$ cat src/rtl/sdio_edge_pkg.sv
package sdio_edge_pkg;
  typedef enum logic {
    EDGE_RISE = 1'b0,
    EDGE_FALL = 1'b1
  } edge_t;

  localparam int unsigned DEF_LINES = 5;
endpackage

$ cat src/rtl/sdio_strap_latch.sv
module sdio_strap_latch (
  input  logic clk,
  input  logic rst,
  input  logic strap_samp_i,
  input  logic strap_drv_i,
  output logic strap_samp_q,
  output logic strap_drv_q
);
  // Straps track their pins only while reset is held.
  always_ff @(posedge clk) begin
    if (rst) begin
      strap_samp_q <= strap_samp_i;
      strap_drv_q  <= strap_drv_i;
    end
  end
endmodule

$ cat src/rtl/sdio_edge_resolve.sv
module sdio_edge_resolve
  import sdio_edge_pkg::*;
#(
  parameter int unsigned N_LINES = DEF_LINES
) (
  input  logic [N_LINES-1:0] samp_force_rise,
  input  logic [N_LINES-1:0] samp_force_fall,
  input  logic [N_LINES-1:0] drv_force_fall,
  input  logic [N_LINES-1:0] drv_force_rise,
  input  logic               hs_local_en,
  input  logic               hs_ctrl_en,
  input  logic               hs_host_flag,
  input  logic               strap_samp_fall,
  input  logic               strap_drv_fall,
  output logic [N_LINES-1:0] samp_fall,
  output logic [N_LINES-1:0] drv_fall
);
  logic hs_qualified;
  assign hs_qualified = hs_local_en & hs_ctrl_en & hs_host_flag;

  for (genvar g = 0; g < N_LINES; g++) begin : g_line
    edge_t samp_edge;
    edge_t drv_edge;

    always_comb begin
      if (samp_force_rise[g])      samp_edge = EDGE_RISE;
      else if (samp_force_fall[g]) samp_edge = EDGE_FALL;
      else                         samp_edge = strap_samp_fall ? EDGE_FALL : EDGE_RISE;
    end

    always_comb begin
      if (drv_force_fall[g])      drv_edge = EDGE_FALL;
      else if (drv_force_rise[g]) drv_edge = EDGE_RISE;
      else if (hs_qualified)      drv_edge = EDGE_RISE;
      else                        drv_edge = strap_drv_fall ? EDGE_FALL : EDGE_RISE;
    end

    assign samp_fall[g] = (samp_edge == EDGE_FALL);
    assign drv_fall[g]  = (drv_edge == EDGE_FALL);
  end
endmodule

$ cat src/rtl/sdio_in_capture.sv
module sdio_in_capture #(
  parameter int unsigned N_LINES = 5
) (
  input  logic               clk,
  input  logic               rst,
  input  logic [N_LINES-1:0] line_in,
  input  logic [N_LINES-1:0] samp_fall,
  output logic [N_LINES-1:0] in_data
);
  for (genvar g = 0; g < N_LINES; g++) begin : g_line
    logic rise_q;
    logic fall_q;
    logic sel_q;

    always_ff @(posedge clk) begin
      if (rst) rise_q <= 1'b0;
      else     rise_q <= line_in[g];
    end

    always_ff @(negedge clk) begin
      if (rst) fall_q <= 1'b0;
      else     fall_q <= line_in[g];
    end

    // Hand the chosen copy over into the rising-edge domain.
    always_ff @(posedge clk) begin
      if (rst) sel_q <= 1'b0;
      else     sel_q <= samp_fall[g] ? fall_q : rise_q;
    end

    assign in_data[g] = sel_q;
  end
endmodule

$ cat src/rtl/sdio_out_launch.sv
module sdio_out_launch #(
  parameter int unsigned N_LINES = 5
) (
  input  logic               clk,
  input  logic               rst,
  input  logic [N_LINES-1:0] data_i,
  input  logic [N_LINES-1:0] oe_i,
  input  logic [N_LINES-1:0] drv_fall,
  output logic [N_LINES-1:0] pad_out,
  output logic [N_LINES-1:0] pad_oe
);
  for (genvar g = 0; g < N_LINES; g++) begin : g_line
    logic d_rise_q, e_rise_q;
    logic d_fall_q, e_fall_q;

    always_ff @(posedge clk) begin
      if (rst) begin
        d_rise_q <= 1'b0;
        e_rise_q <= 1'b0;
      end else begin
        d_rise_q <= data_i[g];
        e_rise_q <= oe_i[g];
      end
    end

    always_ff @(negedge clk) begin
      if (rst) begin
        d_fall_q <= 1'b0;
        e_fall_q <= 1'b0;
      end else begin
        d_fall_q <= data_i[g];
        e_fall_q <= oe_i[g];
      end
    end

    // Data and enable always take the same edge's pair.
    assign pad_out[g] = drv_fall[g] ? d_fall_q : d_rise_q;
    assign pad_oe[g]  = drv_fall[g] ? e_fall_q : e_rise_q;
  end
endmodule

$ cat src/rtl/sdio_edge_sel.sv
module sdio_edge_sel
  import sdio_edge_pkg::*;
#(
  parameter int unsigned N_LINES = DEF_LINES
) (
  input  logic               clk,
  input  logic               rst,
  input  logic               strap_samp_fall,
  input  logic               strap_drv_fall,
  input  logic [N_LINES-1:0] samp_force_rise,
  input  logic [N_LINES-1:0] samp_force_fall,
  input  logic [N_LINES-1:0] drv_force_fall,
  input  logic [N_LINES-1:0] drv_force_rise,
  input  logic               hs_local_en,
  input  logic               hs_ctrl_en,
  input  logic               hs_host_flag,
  input  logic [N_LINES-1:0] line_in,
  output logic [N_LINES-1:0] in_data,
  input  logic [N_LINES-1:0] out_data_i,
  input  logic [N_LINES-1:0] out_en_i,
  output logic [N_LINES-1:0] pad_out,
  output logic [N_LINES-1:0] pad_oe
);
  logic               strap_samp_q;
  logic               strap_drv_q;
  logic [N_LINES-1:0] samp_fall;
  logic [N_LINES-1:0] drv_fall;

  sdio_strap_latch u_strap (
    .clk          (clk),
    .rst          (rst),
    .strap_samp_i (strap_samp_fall),
    .strap_drv_i  (strap_drv_fall),
    .strap_samp_q (strap_samp_q),
    .strap_drv_q  (strap_drv_q)
  );

  sdio_edge_resolve #(.N_LINES(N_LINES)) u_resolve (
    .samp_force_rise (samp_force_rise),
    .samp_force_fall (samp_force_fall),
    .drv_force_fall  (drv_force_fall),
    .drv_force_rise  (drv_force_rise),
    .hs_local_en     (hs_local_en),
    .hs_ctrl_en      (hs_ctrl_en),
    .hs_host_flag    (hs_host_flag),
    .strap_samp_fall (strap_samp_q),
    .strap_drv_fall  (strap_drv_q),
    .samp_fall       (samp_fall),
    .drv_fall        (drv_fall)
  );

  sdio_in_capture #(.N_LINES(N_LINES)) u_incap (
    .clk       (clk),
    .rst       (rst),
    .line_in   (line_in),
    .samp_fall (samp_fall),
    .in_data   (in_data)
  );

  sdio_out_launch #(.N_LINES(N_LINES)) u_launch (
    .clk      (clk),
    .rst      (rst),
    .data_i   (out_data_i),
    .oe_i     (out_en_i),
    .drv_fall (drv_fall),
    .pad_out  (pad_out),
    .pad_oe   (pad_oe)
  );
endmodule

$ cat config.mk
export PLATFORM = sky130hd
export DESIGN_NAME = sdio_edge_sel
export DESIGN_NICKNAME = d
export VERILOG_FILES = /design/src/rtl/sdio_edge_pkg.sv /design/src/rtl/sdio_strap_latch.sv /design/src/rtl/sdio_edge_resolve.sv /design/src/rtl/sdio_in_capture.sv /design/src/rtl/sdio_out_launch.sv /design/src/rtl/sdio_edge_sel.sv
export SDC_FILE = /design/constraint.sdc
export NUM_CORES = 1
export LEC_CHECK = 0
export BUFFER_PORTS_ARGS = -buffer_cell sky130_fd_sc_hd__clkbuf_2
export CORE_ASPECT_RATIO = 1.25
export CORE_MARGIN = 5
export CORE_UTILIZATION = 30
export CTS_CLUSTER_DIAMETER = 50
export CTS_CLUSTER_SIZE = 12
export DETAILED_ROUTE_END_ITERATION = 10
export PLACE_DENSITY_LB_ADDON = 0.1
export SYNTH_ARGS = -nofsm -noshare
export SYNTH_HDL_FRONTEND = slang
export SYNTH_SLANG_ARGS = --single-unit
$ cat constraint.sdc
create_clock -name clk -period 2.1 [get_ports clk]
set_input_delay 0.105 -clock clk [delete_from_list [all_inputs] [get_ports clk]]
set_output_delay 0.105 -clock clk [all_outputs]
set_load 0.05 [all_outputs]
Yosys cells after proc, flatten, opt, wreduce, memory -nomap -nowiden
Cells that the tools add are included.
{"block": "op_classes", "div": 0, "addsub": 0, "bitwise": 2, "order_cmp": 0, "mul": 0, "muxes": 53, "n_reduce_logical": 0, "shifts": 0, "n_eq_ne": 0}
{"op": "$mux W1", "n": 53}
{"op": "$and A1 B1 Y1", "n": 2}
{"block": "totals", "word_cells": 92, "mem_bits_rw": 0, "output_inout_bits": 15, "in_bits": 42, "latchBits": 0, "register_bits": 37, "n_memories": 0, "romBits": 0}

Longest topological paths before layout
{"block": "depth", "ltp_word": 6, "mapped_depth": 3, "mapped_depth_nobuf": 3}

Modules after synthesis
Synthesis repeated with hierarchy kept, for this count alone.
{"block": "unflattened", "cells_unflattened": 111, "hier_area_um2": 1320.0}
{"module": "sdio_out_launch", "cells_per_inst": 41, "seq_area_each_um2": 400.4, "area_per_inst_um2": 609.3, "instances": 1}
{"module": "sdio_in_capture", "cells_per_inst": 37, "seq_area_each_um2": 300.3, "area_per_inst_um2": 465.4, "instances": 1}
{"module": "sdio_edge_resolve", "cells_per_inst": 31, "seq_area_each_um2": 0.0, "area_per_inst_um2": 185.2, "instances": 1}
{"module": "sdio_strap_latch", "cells_per_inst": 2, "seq_area_each_um2": 60.1, "area_per_inst_um2": 60.1, "instances": 1}

==> results.txt <==
----------------------------------------------------
[Final layout]
  Final instance area ... 1797 um2
  Share of cells above drive strength 1 ... 45.03%
  Ant. Diodes ... 0
  Final layout net count ... 212
  Area growth from synthesis to final layout ... 51.96%

[Synthesis]
  Post-synthesis compound-gate area fraction ... 5.820%
  Synth Instances ... 96
  Combinational family with the most area after synthesis ... multiplexers
  Part of the Yosys area used for sequential elements ... 64.34%
  Total number of yosys warnings ... 0
  Mean instance size in the synthesized netlist ... 12.32 um2
  Multiplexer fraction of the synthesized cell area ... 13.76%
  Synthesized Nets ... 138
  Top cell type's share of synthesized area ... 59.26%
  Post-synth top area cell ... sky130_fd_sc_hd__dfxtp_1
  Number of synthesized register bits ... 37
  Largest cells by area after synthesis ... sky130_fd_sc_hd__dfxtp_1 59%, sky130_fd_sc_hd__mux2_2 9.5%, sky130_fd_sc_hd__nor2b_1 7.9%, sky130_fd_sc_hd__edfxtp_1 5.1%, sky130_fd_sc_hd__mux2i_1 4.2%
  Simple-gate share of the synthesized area ... 10.37%
  Netlist area before placement ... 1182 um2
  Count of different cell masters after synthesis ... 12
  Xor-xnor portion of the synthesized cell area ... 0%
  Post-synthesis share of cell area spent on full adders, half adders and majority gates ... 0%

[Timing]
  Transition time at the pin with the least slew margin ... 0.4371 ns
  Final setup TNS ... -1.022 ns
  Setup repair after global routing missed its margin ... yes
  Final Hold Slack ... 0.06082 ns
  Final Hold Violating Endpoints ... 0
  Worst clock skew ... 0.06079 ns
  Endpoints failing setup ... 10
  Worst slew margin relative to its limit ... 70.86%
  Pins Over Slew Limit ... 0
  Worst setup slack after layout ... -0.1104 ns

[Die]
  Height of the die ... 80.19 um
  Effective utilization at floorplan ... 31.24%
  Horizontal extent of the die ... 66.15 um
  Site Rows ... 25
  Boundary pin count ... 57
  Area inside the core boundary ... 3785 um2
  Area of the die ... 5305 um2

[GRT]
  Number of antenna violations at the first check in global routing ... 0
  Number of global-route vias before repair ... 959
  Gr ovfl total ... 0
  First-pass GRT wire length ... 3850 um
  Largest net degree at the start of global routing ... 21
  Global-route usage over all layers ... 9.931%

[Clocking]
  Post-CTS repair timing setup buffer count ... 0
  Skew-Pair Late Insertion Delay ... 0.34 ns
  H-tree depth reported by CTS ... 2
  Count of clock tree sinks ... 37
  CTS Root Buffer Type ... sky130_fd_sc_hd__clkbuf_8
  Number of CTS-inserted buffers ... 5
  Clock buffer depth ... 2
  CTS tree ... built
  Clock edge transition at the registers on the reported setup and hold paths ... 0.07 ns

[Setup path]
  Crit path largest cell delay ... 0.29 ns
  Cell with the biggest individual delay on the critical path ... sky130_fd_sc_hd__dfxtp_1
  Crit path cell chain ... mux2_2, buf_8
  Data arrival time of the critical path ... 2.11 ns
  Critical path peak fanout ... 1
  Critical path required time ... 2.00 ns
  Kind of end point of the critical path ... output port
  Reg-to-reg startpoint ... u_incap.g_line[0].fall_q
  Launching element type of the critical path ... register
  Category of the critical setup timing path ... register to output port
  Number of cell instances on the worst register-to-register path ... 2
  Crit path launch ... u_launch.g_line[2].d_fall_q

[Power and ir drop]
  Leakage Power ... 0.9213 nW
  Power density over cell area ... 908.1 nW/um2
  Worst vdd ir ... 565.9 uV
  Sum of internal, switching and leakage power ... 0.001632 W

[Routing]
  Wire length after detailed routing ... 2343 um
  Final antenna-violating net count ... 0
  Wire length per cell after detailed routing ... 10.41 um
  Vias/cell ... 3.960
  1st-iter DRT viols ... 9
  Remaining DRCs ... 0
  Drt pass-1 iters ... 4
  Via Count ... 891

[Placement]
  Post-place instance area ... 1500 um2
  Pre-CTS WS ... 0.1675 ns
  Total half-perimeter wirelength after legalization and detailed placement ... 1783 um
  Quantity of I/O buffers inserted on ports ... 56
  Routability-driven placement congestion ratio ... 0.6872

[Run status]
  Violated checks ... setup timing
  Outcome ... finished with violations

[Worst hold path]
  Instance count along the most critical hold path ... 2
  Hold crit path type ... input port to register
  Startpoint of the lowest-slack hold path ... out_en_i[1]

[Run]
  Max Cap Viol ... 0

----------------------------------------------------
cell type report:
cell class | count | area [um2]
Fill cell | 379 | 1988
Sequential cell | 37 | 760.7
Timing Repair Buffer | 60 | 415.4
Multi-Input combinational cell | 46 | 376.6
Clock buffer | 7 | 96.34
Tap cell | 54 | 67.56
Clock inverter | 16 | 61.31
Inverter | 5 | 18.77
where the power goes:
group          switching (W)  total [W]  internal [W]
sequential         0.0000129   0.000763      0.000750
combinational       0.000128   0.000244      0.000116
clock               0.000291   0.000625      0.000334
cell usage after synthesis:
cell / n
sky130_fd_sc_hd__nor2_1: 5
sky130_fd_sc_hd__edfxtp_1: 2
sky130_fd_sc_hd__buf_4: 5
sky130_fd_sc_hd__dfxtp_1: 35
sky130_fd_sc_hd__nand3_2: 1
sky130_fd_sc_hd__mux2_2: 10
sky130_fd_sc_hd__clkbuf_1: 2
sky130_fd_sc_hd__a31oi_1: 5
sky130_fd_sc_hd__inv_1: 6
sky130_fd_sc_hd__o21bai_1: 5
sky130_fd_sc_hd__mux2i_1: 5
sky130_fd_sc_hd__nor2b_1: 15
cell families (layout without fill, tap and decap cells):
group / count (synthesis) / in the layout
compound gates: 10 / 10
buf+inv: 13 / 88
mux: 15 / 15
flops: 37 / 37
simple gates: 21 / 21
cell usage in the layout, fill, tap and decap left out, drive strengths merged:
cell         netlist  final
clkbuf             2     53
nor2b             15     15
nor2               5      5
inv                6     20
o21bai             5      5
edfxtp             2      2
dfxtp             35     35
buf                5     12
mux2i              5      5
mux2              10     10
dlygate4sd3        0      2
a31oi              5      5
clkinv             0      1
nand3              1      1
stage by stage:
step	utilization, %	instances
2_1_floorplan	-	96
3_3_place_gp	39.64	201
3_5_place_dp	39.64	201
4_1_cts	46.55	225
5_1_grt	47.47	225
6_report	47.47	225
routing by layer:
metal  GRT usage (%)  part of all wire, %  vias to the layer above
met4           6.707                  1.2                        0
met5               0                    0                        -
met2           17.18                   53                       40
li1                -                    -                      459
met1           8.950                   34                      388
met3           4.755                   12                        4
registers in the layout, summed over array words and instances, names as in the netlist:
name / flops
u_incap.g_line.rise_q: 5
u_incap.g_line.fall_q: 5
u_launch.g_line.d_fall_q: 5
u_launch.g_line.e_fall_q: 5
u_launch.g_line.d_rise_q: 5
u_strap.strap_samp_q: 1
u_launch.g_line.e_rise_q: 5
u_strap.strap_drv_q: 1
u_incap.g_line.sel_q: 5
critical path, delay by kind of cell (launching register included):
kind	cells	cell delay (ns)
buffers and inverters	1	0.15
muxes	1	0.28
DFF	1	0.29
what timing repair did:
item | in CTS | in global routing
resized for setup | 20 | 16
hold buffers | 2 | 0
endpoints found under the hold margin | 2 | 0
pin swaps | 0 | 0
setup endpoints to repair | 10 | 10
path summary, 6_finish.rpt:
path                                      end  slack (ns)
setup / recovery                   pad_out[2]       -0.11
hold / removal    u_launch.g_line[1].e_rise_q        0.06
hold reg to reg       u_incap.g_line[3].sel_q        0.47
setup reg to reg      u_incap.g_line[0].sel_q        0.43
Note: power is estimated with default switching activity, not from simulation.
